<file path="config.mk">
export PLATFORM = sky130hd
export DESIGN_NAME = vlen_cfg_unit
export DESIGN_NICKNAME = d
export VERILOG_FILES = /design/src/rtl/vlc_pkg.sv /design/src/rtl/vlc_divider.sv /design/src/rtl/vlc_limit_sel.sv /design/src/rtl/vlen_cfg_unit.sv
export SDC_FILE = /design/constraint.sdc
export NUM_CORES = 1
export LEC_CHECK = 0
export ABC_CLOCK_PERIOD_IN_PS = 10800
export CELL_PAD_IN_SITES_DETAIL_PLACEMENT = 0
export CELL_PAD_IN_SITES_GLOBAL_PLACEMENT = 1
export CORE_ASPECT_RATIO = 1.5
export CORE_MARGIN = 10
export CORE_UTILIZATION = 54
export CTS_CLUSTER_DIAMETER = 200
export DETAILED_ROUTE_END_ITERATION = 12
export DONT_BUFFER_PORTS = 1
export PLACE_DENSITY_LB_ADDON = 0.1
export SLEW_MARGIN = 25
export SYNTH_ARGS = -nofsm -noshare
export SYNTH_HDL_FRONTEND = slang
export SYNTH_HIERARCHICAL = 1
export SYNTH_SLANG_ARGS = --single-unit
</file>
<file path="constraint.sdc">
create_clock -name clk -period 10.8 [get_ports clk]
set_clock_uncertainty 0.2 [all_clocks]
set_input_delay 1.62 -clock clk [delete_from_list [all_inputs] [get_ports clk]]
set_output_delay 1.62 -clock clk [all_outputs]
set_load 0.005 [all_outputs]
</file>
<file path="src/rtl/vlc_pkg.sv">
package vlc_pkg;
  typedef enum logic [1:0] {
    ST_IDLE = 2'd0,
    ST_DIV  = 2'd1,
    ST_FIN  = 2'd2
  } vlc_state_e;
endpackage

</file>
<file path="src/rtl/vlc_divider.sv">
// Bit-serial restoring divider: one quotient bit per clock, W steps.
module vlc_divider #(
  parameter int W = 9
) (
  input  logic         clk,
  input  logic         rst_n,
  input  logic         start,
  input  logic [W-1:0] dividend,
  input  logic [W-1:0] divisor,
  output logic [W-1:0] quot,
  output logic         fin
);
  localparam int CW = $clog2(W + 1);

  logic [W-1:0]  q_r;
  logic [W-1:0]  d_r;
  logic [W:0]    rem_r;
  logic [CW-1:0] cnt_r;
  logic          run_r;
  logic [W:0]    rem_sh;
  logic [W:0]    trial;

  always_comb begin
    rem_sh = {rem_r[W-1:0], q_r[W-1]};
    trial  = rem_sh - {1'b0, d_r};
  end

  assign fin  = run_r && (cnt_r == CW'(1));
  assign quot = q_r;

  always_ff @(posedge clk or negedge rst_n) begin
    if (!rst_n) begin
      q_r   <= '0;
      d_r   <= '0;
      rem_r <= '0;
      cnt_r <= '0;
      run_r <= 1'b0;
    end else if (start) begin
      q_r   <= dividend;
      d_r   <= divisor;
      rem_r <= '0;
      cnt_r <= CW'(W);
      run_r <= 1'b1;
    end else if (run_r) begin
      if (trial[W]) begin
        rem_r <= rem_sh;
        q_r   <= {q_r[W-2:0], 1'b0};
      end else begin
        rem_r <= trial;
        q_r   <= {q_r[W-2:0], 1'b1};
      end
      cnt_r <= cnt_r - CW'(1);
      if (cnt_r == CW'(1)) run_r <= 1'b0;
    end
  end


  rem_bound_chk: assert property (@(posedge clk) disable iff (!rst_n)
    (run_r && d_r != '0) |-> (rem_r < {1'b0, d_r}));


  step_live_chk: assert property (@(posedge clk) disable iff (!rst_n)
    run_r |-> (cnt_r != '0));


  quot_hold_chk: assert property (@(posedge clk) disable iff (!rst_n)
    (!run_r && !start) |=> $stable(q_r));
endmodule

</file>
<file path="src/rtl/vlc_limit_sel.sv">
// Chooses the maximum vector length from the two pool quotients.
module vlc_limit_sel #(
  parameter int W        = 9,
  parameter int LEN_W    = 6,
  parameter int SLOTS    = 32,
  parameter int IDLE_MAX = 8
) (
  input  logic [W-1:0]     int_used,
  input  logic [W-1:0]     fp_used,
  input  logic [W-1:0]     q_int,
  input  logic [W-1:0]     q_fp,
  output logic [LEN_W-1:0] max_out
);
  localparam int XW = ((W > LEN_W) ? W : LEN_W) + 1;

  logic [XW-1:0] cap;
  logic [XW-1:0] lim_int;
  logic [XW-1:0] lim_fp;
  logic [XW-1:0] pick;

  always_comb begin
    cap     = XW'(SLOTS);
    lim_int = (int_used == W'(1)) ? cap : XW'(q_int);
    lim_fp  = (fp_used  == W'(1)) ? cap : XW'(q_fp);
    unique case ({int_used == '0, fp_used == '0})
      2'b11:   pick = XW'(IDLE_MAX);
      2'b01:   pick = lim_int;
      2'b10:   pick = lim_fp;
      default: pick = (lim_int < lim_fp) ? lim_int : lim_fp;
    endcase
    max_out = LEN_W'((pick > cap) ? cap : pick);
  end
endmodule

</file>
<file path="src/rtl/vlen_cfg_unit.sv">
module vlen_cfg_unit #(
  parameter int CNT_W     = 9,
  parameter int REQ_W     = 16,
  parameter int SLOTS     = 32,
  parameter int TOTAL_INT = 256,
  parameter int TOTAL_FP  = 256,
  parameter int IDLE_MAX  = 8,
  localparam int LEN_W    = $clog2(SLOTS + 1)
) (
  input  logic             clk,
  input  logic             rst_n,
  input  logic             cfg_valid,
  output logic             cfg_ready,
  input  logic [CNT_W-1:0] cfg_int_used,
  input  logic [CNT_W-1:0] cfg_fp_used,
  input  logic             len_valid,
  output logic             len_ready,
  input  logic [REQ_W-1:0] len_req,
  output logic [LEN_W-1:0] max_len,
  output logic [LEN_W-1:0] vec_len,
  output logic             busy,
  output logic             done
);
  import vlc_pkg::*;

  localparam int CW = (REQ_W > LEN_W) ? REQ_W : LEN_W;

  vlc_state_e       state_r;
  logic [CNT_W-1:0] used_r [2];
  logic [CNT_W-1:0] used_in [2];
  logic [CNT_W-1:0] quot [2];
  logic             fin [2];
  logic [LEN_W-1:0] max_r;
  logic [LEN_W-1:0] vec_r;
  logic [LEN_W-1:0] sel_max;
  logic             done_r;
  logic             cfg_fire;
  logic             len_fire;
  logic [CW-1:0]    req_w;
  logic [CW-1:0]    max_w;

  assign used_in[0] = cfg_int_used;
  assign used_in[1] = cfg_fp_used;

  assign busy      = (state_r != ST_IDLE);
  assign cfg_ready = !busy;
  assign len_ready = !busy && !cfg_valid;
  assign cfg_fire  = cfg_valid && cfg_ready;
  assign len_fire  = len_valid && len_ready;
  assign max_len   = max_r;
  assign vec_len   = vec_r;
  assign done      = done_r;

  for (genvar g = 0; g < 2; g++) begin : g_pool
    localparam int TOT = (g == 0) ? TOTAL_INT : TOTAL_FP;
    vlc_divider #(.W(CNT_W)) u_div (
      .clk      (clk),
      .rst_n    (rst_n),
      .start    (cfg_fire),
      .dividend (CNT_W'(TOT - 1)),
      .divisor  (used_in[g] - CNT_W'(1)),
      .quot     (quot[g]),
      .fin      (fin[g])
    );
  end

  vlc_limit_sel #(
    .W(CNT_W), .LEN_W(LEN_W), .SLOTS(SLOTS), .IDLE_MAX(IDLE_MAX)
  ) u_sel (
    .int_used (used_r[0]),
    .fp_used  (used_r[1]),
    .q_int    (quot[0]),
    .q_fp     (quot[1]),
    .max_out  (sel_max)
  );

  always_comb begin
    req_w = CW'(len_req);
    max_w = CW'(max_r);
  end

  always_ff @(posedge clk or negedge rst_n) begin
    if (!rst_n) begin
      state_r   <= ST_IDLE;
      used_r[0] <= '0;
      used_r[1] <= '0;
      max_r     <= LEN_W'(IDLE_MAX);
      vec_r     <= '0;
      done_r    <= 1'b0;
    end else begin
      done_r <= 1'b0;
      unique case (state_r)
        ST_IDLE: if (cfg_fire) begin
          used_r[0] <= cfg_int_used;
          used_r[1] <= cfg_fp_used;
          state_r   <= ST_DIV;
        end
        ST_DIV: if (fin[0] && fin[1]) state_r <= ST_FIN;
        ST_FIN: begin
          max_r   <= sel_max;
          done_r  <= 1'b1;
          state_r <= ST_IDLE;
        end
        default: state_r <= ST_IDLE;
      endcase
      if (len_fire) vec_r <= (req_w > max_w) ? max_r : LEN_W'(len_req);
    end
  end


  len_block_chk: assert property (@(posedge clk) disable iff (!rst_n)
    busy |-> !len_ready);


  max_cap_chk: assert property (@(posedge clk) disable iff (!rst_n)
    max_len <= LEN_W'(SLOTS));


  grant_bound_chk: assert property (@(posedge clk) disable iff (!rst_n)
    len_fire |=> (vec_len <= $past(max_len)));


  done_pulse_chk: assert property (@(posedge clk) disable iff (!rst_n)
    done |=> !done);


  busy_end_chk: assert property (@(posedge clk) disable iff (!rst_n)
    $fell(busy) |-> done);


  vec_hold_chk: assert property (@(posedge clk) disable iff (!rst_n)
    busy |=> $stable(vec_len));
endmodule

</file>
Yosys cells after proc, flatten, opt, wreduce, memory -nomap -nowiden
Index checks and enable logic that the tools add are counted.
Storage, ports and cells
  input port bits: 38
  output and inout port bits: 16
  register bits after elaboration: 97
Operators by class
  add/sub/neg operators: 6
  magnitude comparators: 3
  eq/ne operators: 11
  mux-type cells: 32
  reduce and logical (&&, ||, !) cells: 16
Operators with widths (count)
  $mux W9: 12
  $pmux W10 S3: 1
  $sub A10 B9 Y10: 2
  $eq A9 B1 Y1 const B: 2
  $logic_not A9 Y1: 2
  $sub A9 B1 Y9 const B: 2
  $gt A16 B6 Y1: 1
  $mux W4: 4
  $mux W6: 2
  $gt A10 B6 Y1 const B: 1
  $lt A10 B10 Y1: 1
  $mux W10: 1
  $mux W1: 9
  $eq A4 B1 Y1 const B: 2
  $sub A4 B1 Y4 const B: 2
  $eq A2 B2 Y1 const B: 3
  $logic_and A1 B1 Y1: 6
  $reduce_bool A2 Y1: 3
  $eq A2 B1 Y1 const B: 2
  $mux W2: 2
  $ne A2 B2 Y1 const B: 2
  $pmux W2 S2: 1
  $reduce_and A2 Y1: 2
  $logic_not A1 Y1: 2
  $logic_not A2 Y1: 1

Longest topological paths before layout
  word-level depth: 7
  mapped depth: 14
  depth with buffers taken out: 14

Cells and area by module
The synthesis kept the hierarchy.
Modules (own cells, without submodules)
  vlc_divider: area an instance 1890.6 um^2, cells each 204, times used 2, seq. area each 800.8 um^2
  vlen_cfg_unit: area an instance 1890.6 um^2, cells each 168, times used 1, seq. area each 827.0 um^2
  vlc_limit_sel: area an instance 679.4 um^2, cells each 88, times used 1, seq. area each 0.0 um^2

Worst setup path before layout
Ideal clock, no wire load.
  path type: in2out
  from: input port cfg_valid
  to: output port len_ready
  slack: 7235 ps
  buffers on the path: 0
  required time: 8980 ps
  data arrival time: 1745 ps
  stages on the path: 1
  cell sequence: nor2_1
Between the ends
  longest elaborated chain between the ends: 2
Ends and longest elaborated chain
  start: declaration: line vlen_cfg_unit.sv:12  | input logic cfg_valid,
  $logic_not A1 Y1: line vlen_cfg_unit.sv:47  | assign len_ready = !busy && !cfg_valid;
  $logic_and A1 B1 Y1: line vlen_cfg_unit.sv:47
  end: declaration: line vlen_cfg_unit.sv:17  | output logic len_ready,
Every way passes these cells.

Final worst setup path
  from: register used_r[13] in the netlist's numbering
  to: register max_r[0], in the netlist max_len[0]
Between the ends
  longest elaborated chain between the ends: 7
  elaborated cells between the ends (all ways): 11
  classes of those cells: order compare (2); eq/ne (4); mux (4); reduce/logical (1)
Ends and longest elaborated chain
  start: declaration: line vlen_cfg_unit.sv:29  | logic [CNT_W-1:0] used_r [2];
  $eq A9 B1 Y1: line vlc_limit_sel.sv:23  | lim_int = (int_used == W'(1)) ? cap : XW'(q_int);
  $mux W9: line vlc_limit_sel.sv:23
  $lt A10 B10 Y1: line vlc_limit_sel.sv:29  | default: pick = (lim_int < lim_fp) ? lim_int : lim_fp;
  $mux W10: line vlc_limit_sel.sv:29
  $pmux W10 S3 *: line vlc_limit_sel.sv:25  | unique case ({int_used == '0, fp_used == '0})
  $gt A10 B6 Y1: line vlc_limit_sel.sv:31  | max_out = LEN_W'((pick > cap) ? cap : pick);
  $mux W6 *: line vlc_limit_sel.sv:31
  net sel_max[0]: line vlen_cfg_unit.sv:35  | logic [LEN_W-1:0] sel_max;
  end signal: assignment: line vlen_cfg_unit.sv:87  | max_r <= LEN_W'(IDLE_MAX);
  end signal: assignment: line vlen_cfg_unit.sv:100  | max_r <= sel_max;
  end: declaration: line vlen_cfg_unit.sv:33  | logic [LEN_W-1:0] max_r;
Mark *: on every way through the listed nets, which the timed path passes. The rest lies on a longest branch.
A chain may end at the register's enable or synchronous reset.

==> results by group <==
Critical path
  • Cell count of the worst reg-to-reg path: 12
  • Worst flop-to-flop path startpoint: used_r[13]$_DFFE_PN0P_
  • WP data arrival: 3890 ps
  • FF-to-FF End: max_len[0]$_DFFE_PN0P_
  • CP max stage delay: 440 ps
  • CP Capture Type: register
  • WP data required: 10840 ps
  • Startpoint types: register
  • Largest delay share family, worst path: simple AND/OR/NAND/NOR gates
  • CP Class: reg -> reg
  • WP buf/inv: 0
  • Crit path max fanout: 9
  • Reg2reg setup slack: 6940 ps
  • Crit-path cells: nor4_4 > nand3_1 > and2_1 > ha_1 > and4_4 > a2111oi_4 > o21ai_2 > a221oi_4 > o22ai_1 > nand2_1 > nor2_1 > mux2_2
  • Critical path's slowest cell: a221oi_4

Clock network
  • Clock Sinks: 97
  • Setup bufs post-CTS: 0
  • Cts hold-fix bufs: 0
  • CTS root buffer: clkbuf_16
  • Clock transition at path regs: 70 ps
  • Insertion delay to the later sink of the worst-skew pair: 350 ps
  • Post-cts sizing count: 0
  • Longest Clk Path Bufs: 2
  • CTS tree: built
  • Inserted Clock Buffers: 9
  • CTS HTree Levels: 3

Timing
  • Slew Limit Headroom: 0.446
  • Worst Tran Pin Value: 826 ps
  • Fin worst setup slack: 6940 ps
  • Final setup viols: 0
  • Final Hold Viols: 0
  • Tcrit/Tclk final: 0.357
  • Final Max Tran Viols: 0
  • Achievable clock frequency: 259 MHz
  • Fin Setup TNS: 0 ps
  • Final min period: 3860 ps
  • Unrepaired setup endpoints after global routing: no
  • Hold slack: 296 ps

Synthesis
  • Syn Area/Cell: 9.56 sq um
  • FF+latch count, synth: 97
  • Cell taking the most area after synthesis: dfrtp_1
  • Synth top area share: 0.378
  • Netlist cell types: 73
  • Ys async rst share: 1.00
  • Mapped Cells: 664
  • Synth warn: 6
  • Post-Syn Area: 6350 sq um
  • Post-synthesis sequential area ratio: 0.382
  • Main area contributors after synthesis: dfrtp_1 (38%), ha_1 (7.5%), nand2_1 (3.8%)
  • EDFF count, synth: 0
  • Main flop type after synthesis: dfrtp_1

Routing
  • DRT Pass-1 Iters: 5
  • # DRC: 0
  • Avg WL per Cell: 17.7 um
  • Routed Antenna Nets: 0
  • Vias/cell: 5.84
  • DR vias: 4769
  • 1st-iter DRT viols: 112
  • Total Wirelength: 14.5 mm

Power and ir drop
  • PD cells: 256 nW/um^2
  • Leakage Power: 2.97 nW
  • Max IR drop VDD: 0.148 mV

Finish
  • FILL cells: 1043
  • Commonest non-fill, non-tap cell in the layout: dfrtp_1
  • Seq. cell area: 2430 sq um
  • P&R area growth vs syn: 6.34%
  • Antenna diodes: 0
  • Share of layout cells above drive strength 1: 0.115
  • Most frequent cells in the layout: dfrtp_1 (94), nand2_1 (64), nor2_1 (57), inv_1 (46), o21ai_0 (41)
  • NumNets Final: 740
  • Multi-input gate area: 3660 sq um

Die
  • Total core area: 11500 sq um
  • Area of the die: 16600 sq um
  • Die Y: 153 um
  • Die W: 109 um
  • # IOs: 54
  • Starting Density: 0.551
  • Row cnt: 48

GRT
  • Grt ovf: 0
  • Met3 Resource Use GR: 0.0261
  • Met1 usage: 0.180
  • Vias in the first global route: 4893
  • GRT Max-Usage Layer: met2
  • Initial antenna violation count: 0
  • Largest net degree at the start of global routing: 98
  • Met2 Use GR: 0.326
  • Wire length of the first global-routing pass: 23.8 mm
  • Gr usage total: 0.177

Place
  • DP Worst Slack: 6950 ps
  • PortBufs: 0
  • Placer Congestion: 0.895
  • DP Wirelength: 10.9 mm

Run
  • # Max-Cap Violations: 0

Min path
  • Tightest Hold Check Type: reg -> reg
  • Hold Crit Start: state_r[1]$_DFFE_PN0P_
  • Min-Delay Endpoint: state_r[0]$_DFFE_PN0P_
  • WHS Path Cells: 1

Run status
  • Status: finished, final reports clean
-- registers in the layout, indices dropped and copies added, names as in the netlist --
name and count:
g_pool.u_div/d_r 18, state_r 2, g_pool.u_div/rem_r 18, done 1
g_pool.u_div/run_r 2, max_len 6, used_r 18, vec_len 6
g_pool.u_div/cnt_r 8, g_pool.u_div/quot 18
-- kinds of logic after synthesis --
group / count (synthesis) / share of synthesized area
xor+xnor: 32 / 0.0441
compound gates: 148 / 0.173
flops: 97 / 0.382
simple gates: 231 / 0.200
other cells: 2 / 0.00118
fa+ha+maj: 40 / 0.0812
buf+inv: 77 / 0.0504
mux: 37 / 0.0678
-- routing by layer --
metal | vias up | wire length, um
met1 | 2312 | 5450
met3 | 37 | 397
li1 | 2350 | -
met4 | 0 | 692
met2 | 70 | 7960
met5 | - | 0
-- through the flow --
stage	util	area [sq um]	cells	power, mW
floorplan	-	6410	680	1.25
global placement	0.561	6460	801	1.40
finish	0.586	6750	817	1.73
detailed placement	0.561	6460	801	1.42
global route	0.586	6750	817	1.86
CTS	0.586	6750	817	1.74
-- power by group --
group	internal, mW	switching, mW
combinational	0.373	0.441
clock	0.165	0.143
sequential	0.467	0.139
-- worst max-delay path by stage --
stage / startpoint / endpoint / slack, ps / depth (start not counted)
floorplan: cfg_valid / len_ready / 7230 / 1
global placement: used_r[17]$_DFFE_PN0P_ / max_len[0]$_DFFE_PN0P_ / 7020 / 12
detailed placement: used_r[17]$_DFFE_PN0P_ / max_len[0]$_DFFE_PN0P_ / 6950 / 12
CTS: used_r[17]$_DFFE_PN0P_ / max_len[0]$_DFFE_PN0P_ / 6940 / 12
global route: used_r[17]$_DFFE_PN0P_ / max_len[0]$_DFFE_PN0P_ / 6710 / 12
finish: used_r[13]$_DFFE_PN0P_ / max_len[0]$_DFFE_PN0P_ / 6940 / 12
-- cell usage after synthesis, types with 9 or more instances --
| master | number |
|---|---|
| o21ai_1 | 9 |
| nand3_1 | 11 |
| dfrtp_1 | 96 |
| xnor2_1 | 14 |
| mux2i_1 | 16 |
| nor3_1 | 9 |
| clkbuf_1 | 25 |
| o311a_1 | 16 |
| o21ai_0 | 41 |
| inv_1 | 46 |
| nor2_1 | 57 |
| a21o_1 | 9 |
| nand2_1 | 64 |
| nand4_1 | 26 |
| a21oi_1 | 19 |
| xor2_1 | 18 |
| nand2b_1 | 12 |
| ha_1 | 38 |
| mux2_4 | 9 |
| mux2_1 | 9 |
-- final cells by class --
type,instances,area share
Sequential cell,97,0.360
Timing Repair Buffer,1,0.00111
Multi-Input combinational cell,506,0.543
Inverter,47,0.0261
Clock inverter,6,0.00704
Clock buffer,10,0.0354
Tap cell,150,0.0278
Note: power is estimated with default switching activity, not from simulation.
